### src/rtl/mask_dec_pkg.sv
package mask_dec_pkg;

    localparam int ADDR_W_DEF = 10;
    localparam int CTRL_W_DEF = 4;

    typedef enum logic [2:0] {
        OP_LD_DEC  = 3'd0,
        OP_LD_RAW  = 3'd1,
        OP_OR_DEC  = 3'd2,
        OP_AND_DEC = 3'd3,
        OP_OR_RAW  = 3'd4,
        OP_AND_RAW = 3'd5,
        OP_INVERT  = 3'd6,
        OP_NOP     = 3'd7
    } vec_op_e;

    typedef enum logic [2:0] {
        K_ASSIGN,
        K_OR,
        K_AND,
        K_INVERT,
        K_HOLD
    } combine_e;

    typedef struct packed {
        logic     src_raw;
        combine_e kind;
    } op_info_t;

    function automatic op_info_t decode_op(vec_op_e op);
        op_info_t r;
        r.src_raw = 1'b0;
        r.kind    = K_HOLD;
        case (op)
            OP_LD_DEC:  begin r.src_raw = 1'b0; r.kind = K_ASSIGN; end
            OP_LD_RAW:  begin r.src_raw = 1'b1; r.kind = K_ASSIGN; end
            OP_OR_DEC:  begin r.src_raw = 1'b0; r.kind = K_OR;     end
            OP_AND_DEC: begin r.src_raw = 1'b0; r.kind = K_AND;    end
            OP_OR_RAW:  begin r.src_raw = 1'b1; r.kind = K_OR;     end
            OP_AND_RAW: begin r.src_raw = 1'b1; r.kind = K_AND;    end
            OP_INVERT:  begin r.src_raw = 1'b0; r.kind = K_INVERT; end
            default:    begin r.src_raw = 1'b0; r.kind = K_HOLD;   end
        endcase
        return r;
    endfunction

    // One ternary position: upper code bit means "accept either value",
    // otherwise the lower code bit must equal the address bit.
    function automatic logic tern_accepts(logic [1:0] code, logic addr_bit);
        return code[1] | (code[0] == addr_bit);
    endfunction

endpackage

### src/rtl/mask_field_match.sv
module mask_field_match #(
    parameter int POS = 4
) (
    input  logic [2*POS-1:0] codes,
    input  logic [POS-1:0]   value,
    output logic             hit
);
    import mask_dec_pkg::*;

    logic [POS-1:0] pos_ok;

    genvar k;
    generate
        for (k = 0; k < POS; k++) begin : g_pos
            assign pos_ok[k] = tern_accepts(codes[2*k +: 2], value[k]);
        end
    endgenerate

    assign hit = &pos_ok;

endmodule

### src/rtl/mask_decoder.sv
module mask_decoder #(
    parameter int GRP_W  = 6,
    parameter int CTRL_W = 4,
    localparam int VEC_W = 1 << GRP_W
) (
    input  logic [2*GRP_W-1:0]  grp_codes,
    input  logic [2*CTRL_W-1:0] ctrl_codes,
    input  logic                neg,
    input  logic [CTRL_W-1:0]   ctrl_addr,
    output logic [VEC_W-1:0]    dec_vec
);
    logic             ctrl_hit;
    logic [VEC_W-1:0] grp_hit;

    mask_field_match #(.POS(CTRL_W)) u_ctrl_match (
        .codes (ctrl_codes),
        .value (ctrl_addr),
        .hit   (ctrl_hit)
    );

    genvar j;
    generate
        for (j = 0; j < VEC_W; j++) begin : g_elem
            localparam logic [GRP_W-1:0] IDX = GRP_W'(j);
            mask_field_match #(.POS(GRP_W)) u_grp_match (
                .codes (grp_codes),
                .value (IDX),
                .hit   (grp_hit[j])
            );
            assign dec_vec[j] = (grp_hit[j] & ctrl_hit) ^ neg;
        end
    endgenerate

endmodule

### src/rtl/mask_vector_reg.sv
module mask_vector_reg #(
    parameter int VEC_W = 64
) (
    input  logic                      clk,
    input  logic                      rst,
    input  logic                      load,
    input  mask_dec_pkg::vec_op_e     op,
    input  logic [VEC_W-1:0]          dec_vec,
    input  logic [VEC_W-1:0]          raw_vec,
    output logic [VEC_W-1:0]          vec_q
);
    import mask_dec_pkg::*;

    op_info_t         info;
    logic [VEC_W-1:0] operand;
    logic [VEC_W-1:0] vec_d;

    always_comb begin
        info    = decode_op(op);
        operand = info.src_raw ? raw_vec : dec_vec;
        case (info.kind)
            K_ASSIGN: vec_d = operand;
            K_OR:     vec_d = vec_q | operand;
            K_AND:    vec_d = vec_q & operand;
            K_INVERT: vec_d = ~vec_q;
            default:  vec_d = vec_q;
        endcase
    end

    always_ff @(posedge clk) begin
        if (rst) begin
            vec_q <= '0;
        end else if (load) begin
            vec_q <= vec_d;
        end
    end

endmodule

### src/rtl/mask_enable_unit.sv
module mask_enable_unit #(
    parameter int ADDR_W  = mask_dec_pkg::ADDR_W_DEF,
    parameter int CTRL_W  = mask_dec_pkg::CTRL_W_DEF,
    localparam int GRP_W  = ADDR_W - CTRL_W,
    localparam int VEC_W  = 1 << GRP_W,
    localparam int WORD_W = 2 * ADDR_W + 1
) (
    input  logic              clk,
    input  logic              rst,
    input  logic [WORD_W-1:0] mask_word,
    input  logic [CTRL_W-1:0] ctrl_addr,
    input  logic [2:0]        op_sel,
    input  logic              load,
    input  logic [VEC_W-1:0]  raw_vec,
    output logic [VEC_W-1:0]  enable_vec
);
    import mask_dec_pkg::*;

    logic [VEC_W-1:0] dec_vec;

    mask_decoder #(.GRP_W(GRP_W), .CTRL_W(CTRL_W)) u_dec (
        .grp_codes  (mask_word[WORD_W-2 -: 2*GRP_W]),
        .ctrl_codes (mask_word[2*CTRL_W-1:0]),
        .neg        (mask_word[WORD_W-1]),
        .ctrl_addr  (ctrl_addr),
        .dec_vec    (dec_vec)
    );

    mask_vector_reg #(.VEC_W(VEC_W)) u_vreg (
        .clk     (clk),
        .rst     (rst),
        .load    (load),
        .op      (vec_op_e'(op_sel)),
        .dec_vec (dec_vec),
        .raw_vec (raw_vec),
        .vec_q   (enable_vec)
    );

endmodule

### config.mk
export PLATFORM = sky130hd
export DESIGN_NAME = mask_enable_unit
export DESIGN_NICKNAME = d
export VERILOG_FILES = /design/src/rtl/mask_dec_pkg.sv /design/src/rtl/mask_field_match.sv /design/src/rtl/mask_decoder.sv /design/src/rtl/mask_vector_reg.sv /design/src/rtl/mask_enable_unit.sv
export SDC_FILE = /design/constraint.sdc
export NUM_CORES = 1
export LEC_CHECK = 0
export ABC_CLOCK_PERIOD_IN_PS = 1400
export CAP_MARGIN = 20
export CELL_PAD_IN_SITES_DETAIL_PLACEMENT = 0
export CELL_PAD_IN_SITES_GLOBAL_PLACEMENT = 1
export CORE_MARGIN = 10
export CORE_UTILIZATION = 34
export DETAILED_ROUTE_END_ITERATION = 10
export PLACE_DENSITY_LB_ADDON = 0.2
export SYNTH_ARGS = -nofsm -noshare
export SYNTH_HDL_FRONTEND = slang
export SYNTH_SLANG_ARGS = --single-unit
### constraint.sdc
create_clock -name clk -period 1.4 [get_ports clk]
set_input_delay 0.14 -clock clk [delete_from_list [all_inputs] [get_ports clk]]
set_output_delay 0.14 -clock clk [all_outputs]
set_load 0.02 [all_outputs]
---- Yosys cells after proc, flatten, opt, wreduce, memory -nomap -nowiden ----
Index checks and enable logic that the tools add are counted.
Widths: inputs -> output; s select.
word-level totals
  flip-flop bits (word level) ............. 64
  input port bits ......................... 95
  output and inout port bits .............. 64
operators by class
  eq/ne operators ......................... 13
  multiplexer cells ....................... 3
  bitwise logic cells ..................... 153
  reductions and logical operators ........ 69
operators by type and width
  operator            number
  $reduce_and 6->1    64
  $pmux 64 s4         1
  $and 1x1->1         64
  $and 64x64->64      1
  $mux 64             1
  $not 64->64         1
  $or 64x64->64       1
  $xor 1x1->1         64
  $pmux 4 s7          1
  $or 1x1->1          16
  $eq 3x2->1 const B  4
  $eq 3x3->1 const B  3
  $eq 3x1->1 const B  2
  $logic_not 3->1     2
  $not 1->1           6
  $eq 1x1->1          4
  $reduce_and 4->1    1
  $reduce_bool 4->1   1
  $reduce_and 2->1    1

---- Longest topological paths before layout ----
Gate-level depths: netlist of the first run.
  depth in word-level cells ............... 8
  depth in mapped cells ................... 8
  mapped depth without buffers ............ 5

---- By module ----
From an unflattened synthesis of the first run, not the netlist that was laid out.
second synthesis, totals
  cell total of the unflattened synthesis .. 1599
  area total of the unflattened synthesis .. 12099.1 µm²
modules (own cells, without submodules)
  module                                               instances  cells each  area each (µm²)  sequential area each (µm²)
  mask_vector_reg                                      1          808         5884.4           1281.2
  mask_field_match at u_dec.g_elem[0].u_grp_match ...  64         10          81.3             0.0
  mask_decoder                                         1          144         958.4            0.0
  mask_field_match at u_dec.u_ctrl_match               1          7           51.3             0.0

---- Worst setup path before layout of the first run ----
OpenSTA, ideal clock, no wires.
  path type ............................... input port to flip-flop
  from .................................... input port ctrl_addr[2]
  to ...................................... register u_vreg.vec_q[20]
  setup time .............................. 74 ps
  data arrival time ....................... 1457 ps
  required time ........................... 1326 ps
  setup slack ............................. -131 ps
  stages on the path ...................... 7
  path buffers ............................ 2
  path through ............................ xnor2_1 -> o22a_1 -> buf_6 -> nand4b_4 -> buf_6 -> or4_1 -> a31oi_1
on the way
  cells in the longest elaborated chain, start to end .. 8
  elaborated cells on any way between the ends .. 9
RTL lines
  item                                             line                                          RTL
  start, declared                                  mask_enable_unit.sv:11                        input logic [CTRL_W-1:0] ctrl_addr,
  $eq 1x1->1 (*)                                   mask_dec_pkg.sv:50                            return code[1] | (code[0] == addr_bit);
  $or 1x1->1 (*)                                   mask_dec_pkg.sv:50
  $reduce_and 4->1 (*)                             mask_field_match.sv:19                        assign hit = &pos_ok;
  $and 1x1->1 (*)                                  mask_decoder.sv:30                            assign dec_vec[j] = (grp_hit[j] & ctrl_hit) ^ neg;
  $xor 1x1->1 (*)                                  mask_decoder.sv:30
  $mux 64 (*)                                      mask_vector_reg.sv:20                         operand = info.src_raw ? raw_vec : dec_vec;
  $and 64x64->64 or $or 64x64->64 (tied branches)  mask_vector_reg.sv:24, mask_vector_reg.sv:23
  $pmux 64 s4 (*)                                  mask_vector_reg.sv:21                         case (info.kind)
  end signal, assigned                             mask_vector_reg.sv:34                         vec_q <= vec_d;
  end, declared                                    mask_vector_reg.sv:10                         output logic [VEC_W-1:0] vec_q
Every way passes the cells marked *; elsewhere a longest branch is shown, timed or not.
A chain may end at the register's enable or synchronous reset.

---- Worst setup path after layout of the first run ----
  from .................................... input port mask_word[18]
  to ...................................... register u_vreg.vec_q[29]
on the way
  cells in the longest elaborated chain, start to end .. 8
  elaborated cells on any way between the ends .. 9
RTL lines
  item                                             line                                          RTL
  start, declared                                  mask_enable_unit.sv:10                        input logic [WORD_W-1:0] mask_word,
  $not 1->1 (*)                                    mask_dec_pkg.sv:50
  $or 1x1->1 (*)                                   mask_dec_pkg.sv:50
  $reduce_and 6->1 (*)                             mask_field_match.sv:19
  $and 1x1->1 (*)                                  mask_decoder.sv:30
  $xor 1x1->1 (*)                                  mask_decoder.sv:30
  $mux 64 (*)                                      mask_vector_reg.sv:20
  $and 64x64->64 or $or 64x64->64 (tied branches)  mask_vector_reg.sv:24, mask_vector_reg.sv:23
  $pmux 64 s4 (*)                                  mask_vector_reg.sv:21
Marks and branches as above.

==> results of run 1 <==
power by group:
group          internal (mW)  total (mW)  switching, mW
combinational           1.88        3.91           2.02
sequential              1.99        2.18          0.184
clock                   1.61        2.54          0.935
total                   5.49        8.63           3.14
final cells by class:
class,instances,area share (%)
antenna,2,0.0425
tap,285,3.03
clock buffer,13,2.12
clock inverter,3,0.552
inverter,2,0.0849
multi-input combinational,920,52.0
sequential,64,11.1
timing repair buffer,355,31.1
timing repair:
action	4_1_cts	5_1_grt
endpoints found under the hold margin	0	0
hold buffers	0	0
pin swaps	25	45
setup buffers	6	16
resized for setup	143	78
endpoints found under the setup margin	128	63
cloned	4	11
Yosys cell counts (2+ instances only):
cell type / count
a211oi_1: 3
a21oi_1: 62
a311o_1: 67
a311oi_1: 61
a31oi_1: 61
and3_1: 2
buf_1: 8
buf_2: 25
buf_4: 8
buf_6: 3
clkbuf_1: 85
dfxtp_1: 64
inv_2: 2
maj3_1: 64
nand2_1: 85
nand2b_1: 134
nand3_1: 5
nand4_1: 8
nand4_2: 2
nor2_1: 140
nor2b_1: 6
nor3_1: 5
o211ai_1: 64
o21ai_0: 57
o22a_1: 3
o22ai_1: 3
o31ai_1: 7
or2_2: 4
or3_1: 55
or4_1: 8
xnor2_1: 5
worst max-delay path, cell delays in order:
cell	delay, ns
clkdlybuf4s15_1	0.23
nor2b_2	0.23
nor2_2	0.16
nand4_1	0.13
buf_4	0.17
or4_1	0.50
a31oi_1	0.13
worst max path at each step:
| stage | startpoint | end | slack [ns] |
|---|---|---|---|
| after CTS | mask_word[6] | u_vreg.vec_q[20] | -0.006 |
| after floorplan | ctrl_addr[0] | u_vreg.vec_q[20] | -0.08 |
| after global placement | ctrl_addr[1] | u_vreg.vec_q[46] | -0.74 |
| after global routing | mask_word[10] | u_vreg.vec_q[29] | -0.12 |
| after detailed placement | ctrl_addr[0] | u_vreg.vec_q[20] | -0.78 |
| final | mask_word[18] | u_vreg.vec_q[29] | -0.02 |
routing by layer:
metal  track usage, %  part of all wire, %
met2             34.4                   45
met1             29.2                   47
met4             5.64                  2.0
met3             3.20                  6.5
met5                0                0.020
cell usage in the layout (no fill, tap or decap), types with 4 or more instances in the layout:
cell type and n:
buf_4 131, or4_1 5, o211ai_1 64, nand2b_1 129, a21oi_1 62, nand3_1 5
a311oi_2 4, maj3_1 62, nor2_1 134, clkdlybuf4s15_1 4, clkbuf_2 5, o21ai_1 5
dfxtp_2 14, dlygate4sd2_1 74, buf_12 34, a31oi_1 61, a311o_1 67, clkdlybuf4s50_1 64
nor2_2 5, buf_6 22, buf_2 5, nand4_1 8, clkbuf_16 16, a311oi_1 57
nand2_2 5, o31ai_1 7, or3_1 53, nand2b_4 5, nand2_1 78, nor3_1 4
o21ai_0 53, dfxtp_1 48
cells by family after synthesis:
logic type | synth area share, %
DFF | 16.6
and+or+nand+nor | 30.2
adders and majority gates | 8.30
AOI/OAI and AO/OA | 36.8
xor gates and xnor gates | 0.568
buffers and inverters | 7.53
==> metrics, run 1 <==
CTS tree done; Starting Density 34.3%; CP Launch Type primary input; drc violations 0; failing checks negative setup slack; Reg clk slew, reported paths 0.06 ns; sequential area share after synthesis 16.6%; final worst path period need 1.42 ns; main area contributors after synthesis dfxtp_1 17%, nand2b_1 11%, a311o_1 8.7%; first-pass GRT wire length 50100 µm; DP Cell Count 1590; Max VDD drop 0.567 mV; reg2reg end u_vreg.vec_q[21]; Max Cap Viol 0; dpl cell area 10700 µm²; Max Freq 706 MHz; Tot GR Track Use 21.4%; final hold slack 0.327 ns; Distinct cells, synth 41; RSZ-0062 raised after global routing yes; post-synth top area share 16.6%; remaining antenna violation count 0; period utilisation layout 101%; vias in the first global route 8849; sequential cell area 1310 µm²; NumNets Final 1447; Clock Skews 0 ns; htree depth 3; Final Non-Filler Cells 1644; Post-synth ARST share 0%; Layout area overhead 52.8%; pwr/cell area 732 nW/µm²; Slew @ Worst Pin 0.509 ns; CP max FO 4; normalized max-slew margin 66.1%; Crit path required time 1.67 ns; Worst-Skew Late Latency 0.35 ns; row cnt 55; Worst R2R Setup Slack 0.06 ns; status complete, but fails checks; Worst Hold Path EP u_vreg.vec_q[58]; initial DRC count 808; Inserted Clock Buffers 9; fin area 11800 µm²; initial antenna violation count 3; # fillers 2194; Cell Area, Synth 7710 µm²; yosys warns 0; synthesized instance count 1116; Post-synth EDFFs 0; Largest Register u_vreg.vec_q; proportion of layout cells with a drive suffix above 1 21.7%; Net Count, Synth 1211; fin worst setup slack -0.0166 ns; Crit path arrival time 1.69 ns; mean post-synth cell area 6.91 µm²; Largest regs u_vreg.vec_q: 64 flops; Final Max Slew Viols 0; Setup TNS -0.0194 ns; final core utilization 52.4%; die span in x 171 µm; WL/cell 20.9 µm; Multi-input gate area 6120 µm²; final setup vio count 2; Placer Congestion 0.895; drt total wl 34300 µm; hold depth 3; die area 29100 µm²; io pins 159; clock root cell clkbuf_16; pin count of the biggest net entering global routing 65; #FFs+latches synth 64; HPWL Detailed 21900 µm; # clock sinks 64; predominant post-synthesis flop cell dfxtp_1; total power 8.63 mW; Worst Setup Path Type in2reg; via count 9687; min-delay src mask_word[20]; Leak 4.52 nW; Reg2Reg Depth 5; max reg flops 64; CP Capture Type flip-flop; leading area contributor after synthesis dfxtp_1; Die Height 171 µm; port bufs 158; pre-CTS WS -0.778 ns; Crit Reg-Reg Startpoint u_vreg.vec_q[21]; final hold vios 0; Worst Hold Class in2reg; vias per cell 5.89; core region area 22500 µm²; first drt pass iteration count 4; Longest Clk Path Bufs 2; total grt overflow 0
(Power assumes the default switching activity.)
==> run 2, diff against run 1 <==
--- a/config.mk
+++ b/config.mk
@@ -5,12 +5,13 @@
 export SDC_FILE = /design/constraint.sdc
 export NUM_CORES = 1
 export LEC_CHECK = 0
+export ABC_AREA = 1
 export ABC_CLOCK_PERIOD_IN_PS = 1400
 export CAP_MARGIN = 20
 export CELL_PAD_IN_SITES_DETAIL_PLACEMENT = 0
 export CELL_PAD_IN_SITES_GLOBAL_PLACEMENT = 1
 export CORE_MARGIN = 10
-export CORE_UTILIZATION = 34
+export CORE_UTILIZATION = 29
 export DETAILED_ROUTE_END_ITERATION = 10
 export PLACE_DENSITY_LB_ADDON = 0.2
 export SYNTH_ARGS = -nofsm -noshare
==> run 2 against run 1 <==
Register-to-register slack better by 0.39 ns. Power is 5.9% lower. Core utilization is 7.6 points lower. Die area is 3.0% lower. Critical path type unchanged. Sequential share of layout area is 2.1 points higher. Synthesized cell count is 13% higher. Design area is 18% lower. Critical endpoint is now u_vreg.vec_q[48]. The run now ends clean.
==> metrics, run 2 <==
status completed; Commonest cells post-synth 380 x nand2_1, 284 x nor2_1, 194 x a21oi_1, 132 x nand3_1, 67 x o21ai_0; CP peak stage delay 0.35 ns; Final Non-Filler Cells 1729; max reg flops 64; pwr/cell area 836 nW/µm²; DP Cell Count 1700; final hold vios 0; Tot GR Track Use 18.9%; Post-synth EDFFs 0; NumNets Final 1537; main area contributors after synthesis nand2_1 22%, dfxtp_1 20%, nor2_1 17%; fin worst setup slack 0.0636 ns; count leader, synth nand2_1; Levels on crit path 8; htree depth 3; Worst R2R Setup Slack 0.45 ns; Worst Setup Path Type in2reg; Crit path arrival time 1.57 ns; Placer Congestion 0.979; normalized max-slew margin 72.1%; Inserted Clock Buffers 9; Slew @ Worst Pin 0.418 ns; Max stage delay cell, worst path o211ai_4; vias per cell 4.98; drc violations 0; crit path cell chain dlygate4sd2_1 -> buf_4 -> buf_4 -> o211ai_4 -> buf_12 -> a21oi_1 -> nand2_1 -> a21oi_1; die area 28200 µm²; initial DRC count 620; Max VDD drop 0.546 mV; synthesized instance count 1260; Die Height 168 µm; dpl cell area 8940 µm²; initial antenna violation count 2; pre-CTS WS -0.564 ns; proportion of layout cells with a drive suffix above 1 16.0%; Max Cap Viol 0; Worst-Skew Late Latency 0.35 ns; Net Count, Synth 1355; pin count of the biggest net entering global routing 65; core region area 21700 µm²; commonest non-fill, non-tap cells in the layout 364 x nand2_1, 239 x nor2_1, 179 x a21oi_1; Max Freq 748 MHz; Layout area overhead 52.7%; Clock Skews 0 ns; Starting Density 29.3%; io pins 159; total grt overflow 0; remaining antenna violation count 0; die span in x 168 µm; hold depth 6; HPWL Detailed 19600 µm; Reg2Reg Depth 5; first-pass GRT wire length 44400 µm; RSZ-0062 raised after global routing yes; Post-synth ARST share 0%; sequential area share after synthesis 20.2%; drt total wl 27800 µm; Cell Area, Synth 6350 µm²; Worst Hold Class in2reg; port bufs 158; final setup vio count 0; via count 8606; CP Capture Type flip-flop; Largest regs u_vreg.vec_q: 64 flops; fin area 9710 µm²; #FFs+latches synth 64; most common cell after layout, fill and taps aside nand2_1; yosys warns 0; Leak 4.38 nW; Worst Path Buf+Inv 4; final worst path period need 1.34 ns; period utilisation layout 95.5%; Final Max Slew Viols 0; Reg clk slew, reported paths 0.06 ns; post-synth top area share 22.4%; cell family with most CP delay buffers and inverters; Distinct cells, synth 17; CP Launch Type primary input; # clock sinks 64; final core utilization 44.8%; Crit path required time 1.63 ns; vias in the first global route 8067; CTS tree done; mean post-synth cell area 5.04 µm²; clock root cell clkbuf_16; WL/cell 16.1 µm; predominant post-synthesis flop cell dfxtp_1; first drt pass iteration count 7; Longest Clk Path Bufs 2; leading area contributor after synthesis nand2_1; total power 8.12 mW; row cnt 54; CP max FO 32; Largest Register u_vreg.vec_q
[run 2: cell count changes in the layout (fill, tap and decap cells not counted), sizes merged, moves of 67 or more]
cell	previous run	this run
a21oi	62	194
buf	198	107
nand2	85	380
nand3	5	132
a311o	67	0
nand2b	134	0
nor2	140	285
[run 2: final timing paths]
kind,start,end
worst max-delay path,op_sel[2],u_vreg.vec_q[48]
worst min-delay path,mask_word[20],u_vreg.vec_q[57]
worst max register to register,u_vreg.vec_q[37],u_vreg.vec_q[37]
worst min register to register,u_vreg.vec_q[14],u_vreg.vec_q[14]
[run 2: repair_timing]
action	in CTS	in global routing
pin swaps	22	13
setup endpoints to repair	128	60
gates resized for setup	178	35
hold buffers	0	0
cloned	7	0
buffers inserted	7	0
[run 2: logic make-up after synthesis]
group	after synthesis	synth area share, %
AND/OR/NAND/NOR	798	49.9
AO/OA/AOI/OAI	262	20.8
buffers and inverters	135	9.06
flip-flops	64	20.2
XOR/XNOR	1	0.138
[run 2: through the flow]
stage | TNS (ns) | hold slack, ns
2_1_floorplan | 0 | 0.389
3_3_place_gp | -31.02 | 0.570
3_5_place_dp | -30.46 | 0.575
4_1_cts | 0 | 0.427
5_1_grt | -0.0944 | 0.457
6_report | 0 | 0.430
[run 2: per-layer routing]
metal	routed length (µm)	vias up	global-route usage, %
li1	-	4435	-
met1	13100	3925	25.6
met2	12800	228	29.8
met3	1590	18	3.70
met4	347	0	4.88
met5	0	-	0
[run 2: power breakdown]
group          internal [mW]  leakage, nW  switching [mW]  total, mW
combinational           1.44         3.69            1.96       3.40
clock                   1.56        0.159           0.970       2.53
sequential              1.99        0.532           0.186       2.18
total                   5.00         4.38            3.12       8.12
[run 2: layout make-up]
cell class	instances	area (µm²)
inverters	43	161
diodes	2	5.00
multi-input cells	1061	4880
well taps	280	350
fillers	2412	12000
repair buffers	263	2710
flip-flops and latches	64	1280
clock buffers	9	225
clock inverters	7	96.3
[run 2: tightest hold or removal path, delay by kind of cell]
kind            cells  cell delay, ns
compound gates      1            0.05
buf+inv             2            0.32
simple gates        3            0.21
